## src/rtl/flash_pe_seq.sv

```systemverilog
module flash_pe_seq #(
  parameter int DEV_BYTES  = 4194304,
  parameter int SECT_BYTES = 65536,
  parameter int PAGE_BYTES = 256,
  parameter int ADDR_W     = 24,
  parameter int GAP_W      = 8
) (
  input  logic              clk,
  input  logic              rst_n,
  input  logic              req_valid,
  input  logic              req_erase,
  input  logic [ADDR_W-1:0] req_addr,
  input  logic [ADDR_W-1:0] req_len,
  output logic              req_ready,
  input  logic              wr_valid,
  input  logic [7:0]        wr_data,
  output logic              wr_ready,
  input  logic [GAP_W-1:0]  poll_wait,
  output logic              cmd_valid,
  input  logic              cmd_ready,
  output logic [7:0]        cmd_opcode,
  output logic [ADDR_W-1:0] cmd_addr,
  output logic [31:0]       cmd_data,
  output logic [3:0]        cmd_txcnt,
  output logic [2:0]        cmd_rxcnt,
  input  logic              eng_done,
  input  logic [7:0]        eng_rdata,
  output logic              done,
  output logic              err
);
  localparam int PG_W = $clog2(PAGE_BYTES);
  localparam logic [7:0] OP_WREN = 8'h06;
  localparam logic [7:0] OP_PROG = 8'h02;
  localparam logic [7:0] OP_SERA = 8'hD8;
  localparam logic [7:0] OP_RDSR = 8'h05;

  typedef enum logic [3:0] {
    S_IDLE, S_LOAD, S_WREN, S_WREN_W, S_OP, S_OP_W, S_GAP, S_POLL, S_POLL_W
  } st_t;

  st_t               st;
  logic              erase_r;
  logic [ADDR_W-1:0] addr_r, rem_r;
  logic [ADDR_W:0]   end_r;
  logic [31:0]       data_r;
  logic [1:0]        bcnt;
  logic [GAP_W-1:0]  gap_r;
  logic              done_r, err_r;
  logic [PG_W:0]     room;
  logic [2:0]        clen;
  logic [ADDR_W:0]   req_end, sect_nxt;

  assign req_end  = {1'b0, req_addr} + {1'b0, req_len};
  assign sect_nxt = {1'b0, addr_r} + (ADDR_W+1)'(SECT_BYTES);
  assign room     = (PG_W+1)'(PAGE_BYTES) - {1'b0, addr_r[PG_W-1:0]};

  always_comb begin
    clen = 3'd4;
    if (rem_r < ADDR_W'(4)) clen = rem_r[2:0];
    if (room < (PG_W+1)'(clen)) clen = room[2:0];
  end

  assign req_ready  = (st == S_IDLE);
  assign wr_ready   = (st == S_LOAD);
  assign cmd_valid  = (st == S_WREN) || (st == S_OP) || (st == S_POLL);
  assign cmd_opcode = (st == S_WREN) ? OP_WREN : (st == S_POLL) ? OP_RDSR :
                      erase_r ? OP_SERA : OP_PROG;
  assign cmd_txcnt  = (st != S_OP) ? 4'd1 : erase_r ? 4'd4 : 4'(clen) + 4'd4;
  assign cmd_rxcnt  = (st == S_POLL) ? 3'd1 : 3'd0;
  assign cmd_addr   = addr_r;
  assign cmd_data   = data_r;
  assign done       = done_r;
  assign err        = err_r;

  always_ff @(posedge clk) begin
    if (!rst_n) begin
      st <= S_IDLE; erase_r <= 1'b0; addr_r <= '0; rem_r <= '0; end_r <= '0;
      data_r <= '0; bcnt <= '0; gap_r <= '0; done_r <= 1'b0; err_r <= 1'b0;
    end else begin
      done_r <= 1'b0;
      err_r  <= 1'b0;
      case (st)
        S_IDLE: if (req_valid) begin
          erase_r <= req_erase;
          addr_r  <= req_addr;
          rem_r   <= req_len;
          end_r   <= req_end;
          data_r  <= '0;
          bcnt    <= '0;
          if (req_end > (ADDR_W+1)'(DEV_BYTES)) begin
            done_r <= 1'b1;
            err_r  <= 1'b1;
          end else if (req_len == '0) done_r <= 1'b1;
          else st <= req_erase ? S_WREN : S_LOAD;
        end
        S_LOAD: if (wr_valid) begin
          data_r[{bcnt, 3'b000} +: 8] <= wr_data;
          bcnt <= bcnt + 2'd1;
          if ({1'b0, bcnt} == clen - 3'd1) st <= S_WREN;
        end
        S_WREN:   if (cmd_ready) st <= S_WREN_W;
        S_WREN_W: if (eng_done)  st <= S_OP;
        S_OP:     if (cmd_ready) st <= S_OP_W;
        S_OP_W: if (eng_done) begin
          gap_r <= poll_wait;
          st    <= S_GAP;
        end
        S_GAP: if (gap_r == '0) st <= S_POLL;
               else gap_r <= gap_r - 1'b1;
        S_POLL: if (cmd_ready) st <= S_POLL_W;
        S_POLL_W: if (eng_done) begin
          if (eng_rdata[0]) begin
            gap_r <= poll_wait;
            st    <= S_GAP;
          end else if (erase_r) begin
            if (sect_nxt < end_r) begin
              addr_r <= sect_nxt[ADDR_W-1:0];
              st     <= S_WREN;
            end else begin
              done_r <= 1'b1;
              st     <= S_IDLE;
            end
          end else if (rem_r == ADDR_W'(clen)) begin
            done_r <= 1'b1;
            st     <= S_IDLE;
          end else begin
            addr_r <= addr_r + ADDR_W'(clen);
            rem_r  <= rem_r - ADDR_W'(clen);
            data_r <= '0;
            bcnt   <= '0;
            st     <= S_LOAD;
          end
        end
        default: st <= S_IDLE;
      endcase
    end
  end
endmodule

```

## config.mk

```make
export PLATFORM = sky130hd
export DESIGN_NAME = flash_pe_seq
export DESIGN_NICKNAME = d
export VERILOG_FILES = /design/src/rtl/flash_pe_seq.sv
export SDC_FILE = /design/constraint.sdc
export NUM_CORES = 1
export LEC_CHECK = 0
export BUFFER_PORTS_ARGS = -buffer_cell sky130_fd_sc_hd__buf_2
export CAP_MARGIN = 20
export CORE_MARGIN = 2
export CORE_UTILIZATION = 25
export CTS_BUF_LIST = sky130_fd_sc_hd__clkbuf_4
export DETAILED_ROUTE_END_ITERATION = 12
export MAX_ROUTING_LAYER = met4
export PLACE_DENSITY_LB_ADDON = 0.15
export SYNTH_ARGS = -nofsm -noshare
export SYNTH_HDL_FRONTEND = slang
export SYNTH_SLANG_ARGS = --single-unit
export TNS_END_PERCENT = 50
```

## constraint.sdc

```tcl
create_clock -name clk -period 12.4 [get_ports clk]
set_clock_uncertainty 0.15 [all_clocks]
set_input_delay 2.48 -clock clk [delete_from_list [all_inputs] [get_ports clk]]
set_output_delay 2.48 -clock clk [all_outputs]
set_load 0.005 [all_outputs]
```

---- Yosys cells after proc, flatten, opt, wreduce, memory -nomap -nowiden ----
Cells that the tools add are included.
cells by class
  shift-type cells ........................ 2
  mux-type cells .......................... 69
  eq/ne operators ......................... 30
  $add $sub $neg .......................... 10
  reductions and logical operators ........ 15
  order comparisons ....................... 4
operators by type and width
  cell                      count
  $mux W24                  11
  $mux W32                  6
  $pmux W24 S2              2
  $pmux W32 S3              1
  $mux W4                   16
  $mux W8                   7
  $pmux W4 S9               1
  $bwmux W32                1
  $ne A2 B2 Y1 const B      16
  $shift A8 B7 Y32 const A  1
  $shiftx A8 B7 Y32         1
  $add A24 B17 Y25 const B  1
  $add A24 B24 Y25          1
  $gt A25 B23 Y1 const B    1
  $lt A25 B25 Y1            1
  $add A24 B3 Y24           1
  $eq A24 B3 Y1             1
  $logic_not A24 Y1         1
  $lt A24 B3 Y1 const B     1
  $pmux W8 S3               1
  $sub A24 B3 Y24           1
  $eq A4 B3 Y1 const B      4
  $mux W2                   8
  $reduce_and A12 Y1        1
  other kinds (28)          44
word-level totals
  output and inout bits ................... 76
  bits in registers ....................... 122

---- Depth between registers and ports, before layout ----
Gate-level depths: netlist of run 1.
  depth in word-level cells ............... 10
  gate-level depth with buffers ........... 19
  mapped depth without buffers ............ 17

---- Worst setup path before layout of run 1 ----
OpenSTA, ideal clock, no wires.
  path type ............................... flip-flop to output port
  start ................................... reg rem_r[19]
  end ..................................... out cmd_txcnt[1]
  buffers on the path ..................... 1
  data arrival time ....................... 3.027 ns
  slack ................................... 6.743 ns
  cell stages (with the launch flop) ...... 11
  path through ............................ dfxtp_1 or4_1 buf_2 or4_4 nor2_4 nand2_1 ha_1 a211o_1 or4_4 a22oi_1 nor3_1
between the ends
  word-level cells in the longest chain between the ends .. 7
RTL lines
  item                    line  RTL
  from (decl)             43    logic [ADDR_W-1:0] addr_r, rem_r;
  from (signal assigned)  86    rem_r <= req_len;
  from (signal assigned)  128   rem_r <= rem_r - ADDR_W'(clen);
  $lt A24 B3 Y1 *         59    if (rem_r < ADDR_W'(4)) clen = rem_r[2:0];
  $mux W3 *               59
  $lt A9 B3 Y1            60    if (room < (PG_W+1)'(clen)) clen = room[2:0];
  $mux W3 *               60
  $add A3 B3 Y4 *         68    assign cmd_txcnt = (st != S_OP) ? 4'd1 : erase_r ? 4'd4 : 4'(clen) + 4'd4;
  $mux W4 * (2 in a row)  68
  to (decl)               24    output logic [3:0] cmd_txcnt,
Every way passes the cells marked *; elsewhere a longest branch is shown, timed or not.

---- Final worst setup path of run 1 ----
Ends and elaborated chain as after synthesis.

==> impl_metrics.ini, run 1 <==
[setup_path]
criticalPathCategory = reg -> out
slowest_delay_ns = 0.67
path_cells = or4_1, or4_4, nor2_4, nand2_1, ha_1, a211o_1, or4_4, a22oi_1, nor3_1, buf_2
worst_path_max_delay_cell = or4_1
crit_required_ns = 9.77
crit_path_start_kind = flop
cp-end-kind = primary output
setup.worst_path.start = rem_r[19]
r2r-start = rem_r[19]
worstPathArrival_ns = 4.20
cp_max_fo = 7
crit_top_cell = or4_4

[placed_design]
place_congestion = 0.878
port_buffers = 144
dp_slack_ns = 6.16
hpwl_um = 26500
placed_area_um2 = 10300

[clock_network]
cts_tree = yes
path_clk_slew_ns = 0.14
cts_sinks = 122
cts-hold-fix-buffers = 0
numCtsBuffers = 17
cts_resized = 0
root_buffer = clkbuf_4
clockBufferDepth = 2
postCtsSetupBuffers = 0
clk-insertion-delay-late_ns = 0.61
htree_levels = 4

[final_layout]
drive_above_1_share = 0.187
final_cell_area_um2 = 10700
finalNetCount = 1501
syn_to_final_growth_pct = 15.2

[floorplanning]
initial_core_util = 0.253
rows = 70
io_pins = 155
dieArea_um2 = 38600
die_h_um = 196
coreArea_um2 = 36500
die_x_um = 196

[power]
power_frac_comb = 0.452
switching_share = 0.459
vdd_drop_max_v = 0.0000722
clkPwrFrac = 0.208
p_leak_nw = 4.23
p_int_uw = 849
powerDensity_nw_per_um2 = 147
power.net_switching_uw = 721
total_power_mw = 1.57
seq_power_share = 0.340

[timing]
max_freq_mhz = 146
hold_viol = 0
worstMarginPinSlew_ns = 1.06
setup-tns-final_ns = 0
relSlewSlack = 0.292
finalSetupViolations = 0
rsz0062_at_grt = false
fin_ws_ns = 5.57
min_period_ns = 6.83
drv_slew = 0
fin_hold_ws_ns = 0.305
period_share = 0.551

[route]
firstDrtPassIters = 5
antenna_left = 0
wirelength_um = 35700
drc_errors = 0
wl_per_cell_um = 19.4
viasPerCell = 5.25
vias = 9670
drt_iter0_markers = 613

[logic_synthesis]
synth_common_cells = nand2_1, a21oi_1, dfxtp_1
ys_top_cells_by_area = dfxtp_1, ha_1, nand2_1
synth_edf_count = 0
ys_types = 84
yosysWarnings = 0
synth-async-reset-ratio = 0
ys_seq_elements = 122
syn_avg_cell_area_um2 = 7.40
yosysSeqAreaShare = 0.264
yosys.area.top_type = dfxtp_1
synth_top_area_frac = 0.264
yosys_most_used_dff = dfxtp_1
synth_most_common_cell = nand2_1
syn_area_um2 = 9260
synth_cells = 1251

[grt]
grt_max_degree = 67
antenna_found_initial = 3
groute.usage.overall = 0.189
first_global_vias = 8920
grt_pass1_wl_um = 54600
grt_overflow = 0

[run]
maxCapViolCount = 0

[outcome]
status = finished clean

[min_path]
min_path_type = reg -> reg
hold_start = cmd_data[15]
[flip-flops by register name, indices dropped and copies added (netlist names)]
signal and count:
end_r 25, st 4, done 1, erase_r 1, rem_r 24, gap_r 8, cmd_addr 24, bcnt 2
cmd_data 32, err 1
[kinds of logic (layout without fill, tap and decap cells)]
family / Yosys count / in the layout / synth area share
buf+inv: 132 / 250 / 0.0592
simple gates: 497 / 497 / 0.262
xor+xnor: 28 / 28 / 0.0265
flops: 122 / 122 / 0.264
compound gates: 403 / 403 / 0.296
mux: 4 / 4 / 0.00446
other cells: 1 / 6 / 0.000405
fa+ha+maj: 64 / 64 / 0.0873
[final timing paths]
kind	depth (start not counted)	to	slack (ns)
min	2	cmd_data[15]	0.30
max	10	cmd_txcnt[1]	5.57
min reg2reg	2	cmd_data[15]	0.30
max reg2reg	15	cmd_addr[10]	6.83
[final cells by class]
| type | instances | area, µm² |
|---|---|---|
| Sequential cell | 122 | 2440 |
| Inverter | 60 | 225 |
| Multi-Input combinational cell | 999 | 6280 |
| Clock inverter | 15 | 173 |
| Tap cell | 468 | 586 |
| Clock buffer | 17 | 128 |
| Antenna cell | 3 | 7.51 |
| Fill cell | 4060 | 25900 |
| Timing Repair Buffer | 158 | 821 |
[power by group through the flow]
stage | logic (mW) | clock network, mW | registers (mW)
after floorplan | 0.514 | 0 | 0.509
after global placement | 0.702 | 0 | 0.541
after detailed placement | 0.706 | 0 | 0.542
after CTS | 0.709 | 0.341 | 0.533
after global routing | 0.794 | 0.357 | 0.545
final | 0.709 | 0.327 | 0.534
[through the flow]
| stage | utilization | cells |
|---|---|---|
| global route | 0.292 | 1842 |
| global placement | 0.283 | 1805 |
| finish | 0.292 | 1842 |
| CTS | 0.291 | 1837 |
| detailed placement | 0.283 | 1805 |
| floorplan | - | 1253 |
[routing by layer]
| metal | vias to the layer above | track usage | routed length (µm) |
|---|---|---|---|
| met5 | - | - | 0 |
| met4 | 0 | 0.0527 | 796 |
| met3 | 37 | 0.0327 | 1890 |
| met2 | 306 | 0.285 | 15600 |
| met1 | 4529 | 0.260 | 17400 |
| li1 | 4798 | - | - |
[critical path, delay by kind of cell, from the launching register on]
kind	cells	cell delay [ns]
flops	1	0.38
simple gates	6	1.97
buf+inv	1	0.17
compound gates	2	0.77
fa+ha+maj	1	0.30
[placed cells by master, fill, tap and decap left out, types with 10 or more instances in the layout]
cell and count:
nand2_1 167, buf_2 145, a21oi_1 125, dfxtp_1 122, nor2_1 108, o21ai_0 63
ha_1 63, inv_1 58, nor3_1 38, or2_2 33, a211oi_1 28, nand3_1 27
nand4_1 19, o211ai_1 18, o21a_1 17, clkbuf_4 17, and3_1 16, nor4_1 16
a21o_1 16, xnor2_1 15, xor2_1 13, or3_1 12, buf_4 12, a22oi_1 11
nand2b_1 10, o22ai_1 10
Power figures use the tool's default switching activity.
==> inputs of run 2 (changes only) <==
==> constraint.sdc (replaced) <==
create_clock -name clk -period 6.1 [get_ports clk]
set_clock_uncertainty 0.15 [all_clocks]
set_input_delay 1.22 -clock clk [delete_from_list [all_inputs] [get_ports clk]]
set_output_delay 1.22 -clock clk [all_outputs]
set_load 0.005 [all_outputs]
==> run 2 against run 1 <==
Non-clock buffer count up 3; utilization up 0.14 points; first-iteration DRC count down 3.4%; cell area increased by 0.48%; power is 110% higher; via count is 0.29% higher; cell count about the same; sequential share of layout area down 0.11 points; critical path depth stayed put; die area stayed put; count of clock-buffer cells in the layout rose by 1; hold slack lost 0.0026 ns; critical path type unchanged; largest cell class unchanged; largest power group unchanged.
==> impl_metrics.ini, run 2 (synthesis results as in run 1) <==
[final_layout]
fill_cells = 4055
final_cell_mix = nand2_1, buf_2, a21oi_1
largest_register_ffs = 32
drive_above_1_share = 0.190
syn_to_final_growth_pct = 15.8
final_common_cell = nand2_1
finalNetCount = 1504

[route]
viasPerCell = 5.26
firstDrtPassIters = 5
vias = 9698
drc_errors = 0
drt_iter0_markers = 592
wl_per_cell_um = 19.5
antenna_left = 0
wirelength_um = 35900

[grt]
globalRouteMet1Util = 0.260
groute.usage.overall = 0.190
grt_pass1_wl_um = 54800
antenna_found_initial = 1
busiest_layer = met2
first_global_vias = 9024
grt_use_met2 = 0.294
grt_max_degree = 66
grt_use_met3 = 0.0303
grt_overflow = 0

[power]
powerDensity_nw_per_um2 = 303
p_leak_nw = 4.26
vdd_drop_max_v = 0.000112
total_power_mw = 3.25

[timing]
min_period_ns = 5.55
worstMarginPinSlew_ns = 1.05
drv_slew = 0
period_share = 0.910
finalSetupViolations = 0
relSlewSlack = 0.303
rsz0062_at_grt = false
max_freq_mhz = 180
hold_viol = 0
fin_ws_ns = 0.550
setup-tns-final_ns = 0

[floorplanning]
coreArea_um2 = 36500
dieArea_um2 = 38600
rows = 70
io_pins = 155
die_h_um = 196
die_x_um = 196
initial_core_util = 0.253

[clock_network]
cts-hold-fix-buffers = 0
root_buffer = clkbuf_4
cts_sinks = 122
clockBufferDepth = 2
path_clk_slew_ns = 0.15
htree_levels = 4
numCtsBuffers = 17
clk-insertion-delay-late_ns = 0.60
cts_tree = yes
cts_resized = 0
postCtsSetupBuffers = 0

[placed_design]
port_buffers = 144
dp_slack_ns = 0.678
place_congestion = 0.871
hpwl_um = 26900

[setup_path]
worstPathArrival_ns = 4.18
crit_path_start_kind = flop
cp_max_fo = 7
crit_required_ns = 4.73
cp-end-kind = primary output
criticalPathCategory = reg -> out

[run]
maxCapViolCount = 0

[outcome]
status = finished clean

[min_path]
min_path_type = reg -> reg
[run 2: cell count changes in the layout (fill, tap and decap cells not counted), sizes merged]
cell,previous run,this run
buf,157,159
clkbuf,18,20
clkinv,9,7
diode,3,1
bufinv,3,4
clkinvlp,1,2
inv,62,61
[run 2: metal layers]
layer  wire length (µm)  vias to the layer above
met5                  0                        -
met1              17700                     4619
met4                613                        0
met3               1550                       25
li1                   -                     4807
met2              16000                      247
[run 2: layout make-up]
type | instances | area, µm² | area share
Multi-Input combinational cell | 999 | 6280 | 0.586
Sequential cell | 122 | 2440 | 0.228
Timing Repair Buffer | 161 | 846 | 0.0789
Tap cell | 468 | 586 | 0.0547
Inverter | 60 | 225 | 0.0210
Clock inverter | 14 | 196 | 0.0183
Clock buffer | 18 | 135 | 0.0126
Antenna cell | 1 | 2.50 | 0.000234
[run 2: per-stage QoR]
stage	hold WS (ns)	instance area (µm²)	util	std cells
after detailed placement	0.292	10400	0.284	1808
after global routing	0.323	10700	0.293	1843
final	0.302	10700	0.293	1843
after floorplan	0.286	9260	-	1253
after CTS	0.310	10700	0.293	1840
after global placement	0.286	10400	0.284	1808
[run 2: power breakdown]
part | internal (mW) | switching, mW | leakage (nW)
Clock | 0.332 | 0.378 | 0.171
Combinational | 0.528 | 0.926 | 3.09
Sequential | 0.919 | 0.164 | 0.998
Total | 1.78 | 1.47 | 4.26
[run 2: worst max-delay path: stages, from the launching register on]
cell,delay (ns)
dfxtp_1,0.38
or4_1,0.67
or4_4,0.49
nor2_4,0.14
nand2_1,0.07
ha_1,0.30
a211o_1,0.30
or4_4,0.48
a22oi_1,0.44
nor3_1,0.13
buf_2,0.17
[run 2: worst paths after layout]
path / slack, ns / endpoint / cells past startpoint / start
worst min-delay path: 0.30 / cmd_data[4] / 2 / cmd_data[4]
worst max-delay path: 0.55 / cmd_txcnt[1] / 10 / rem_r[19]
worst max register to register: 0.58 / rem_r[19] / 17 / rem_r[19]
worst min register to register: 0.30 / cmd_data[4] / 2 / cmd_data[4]
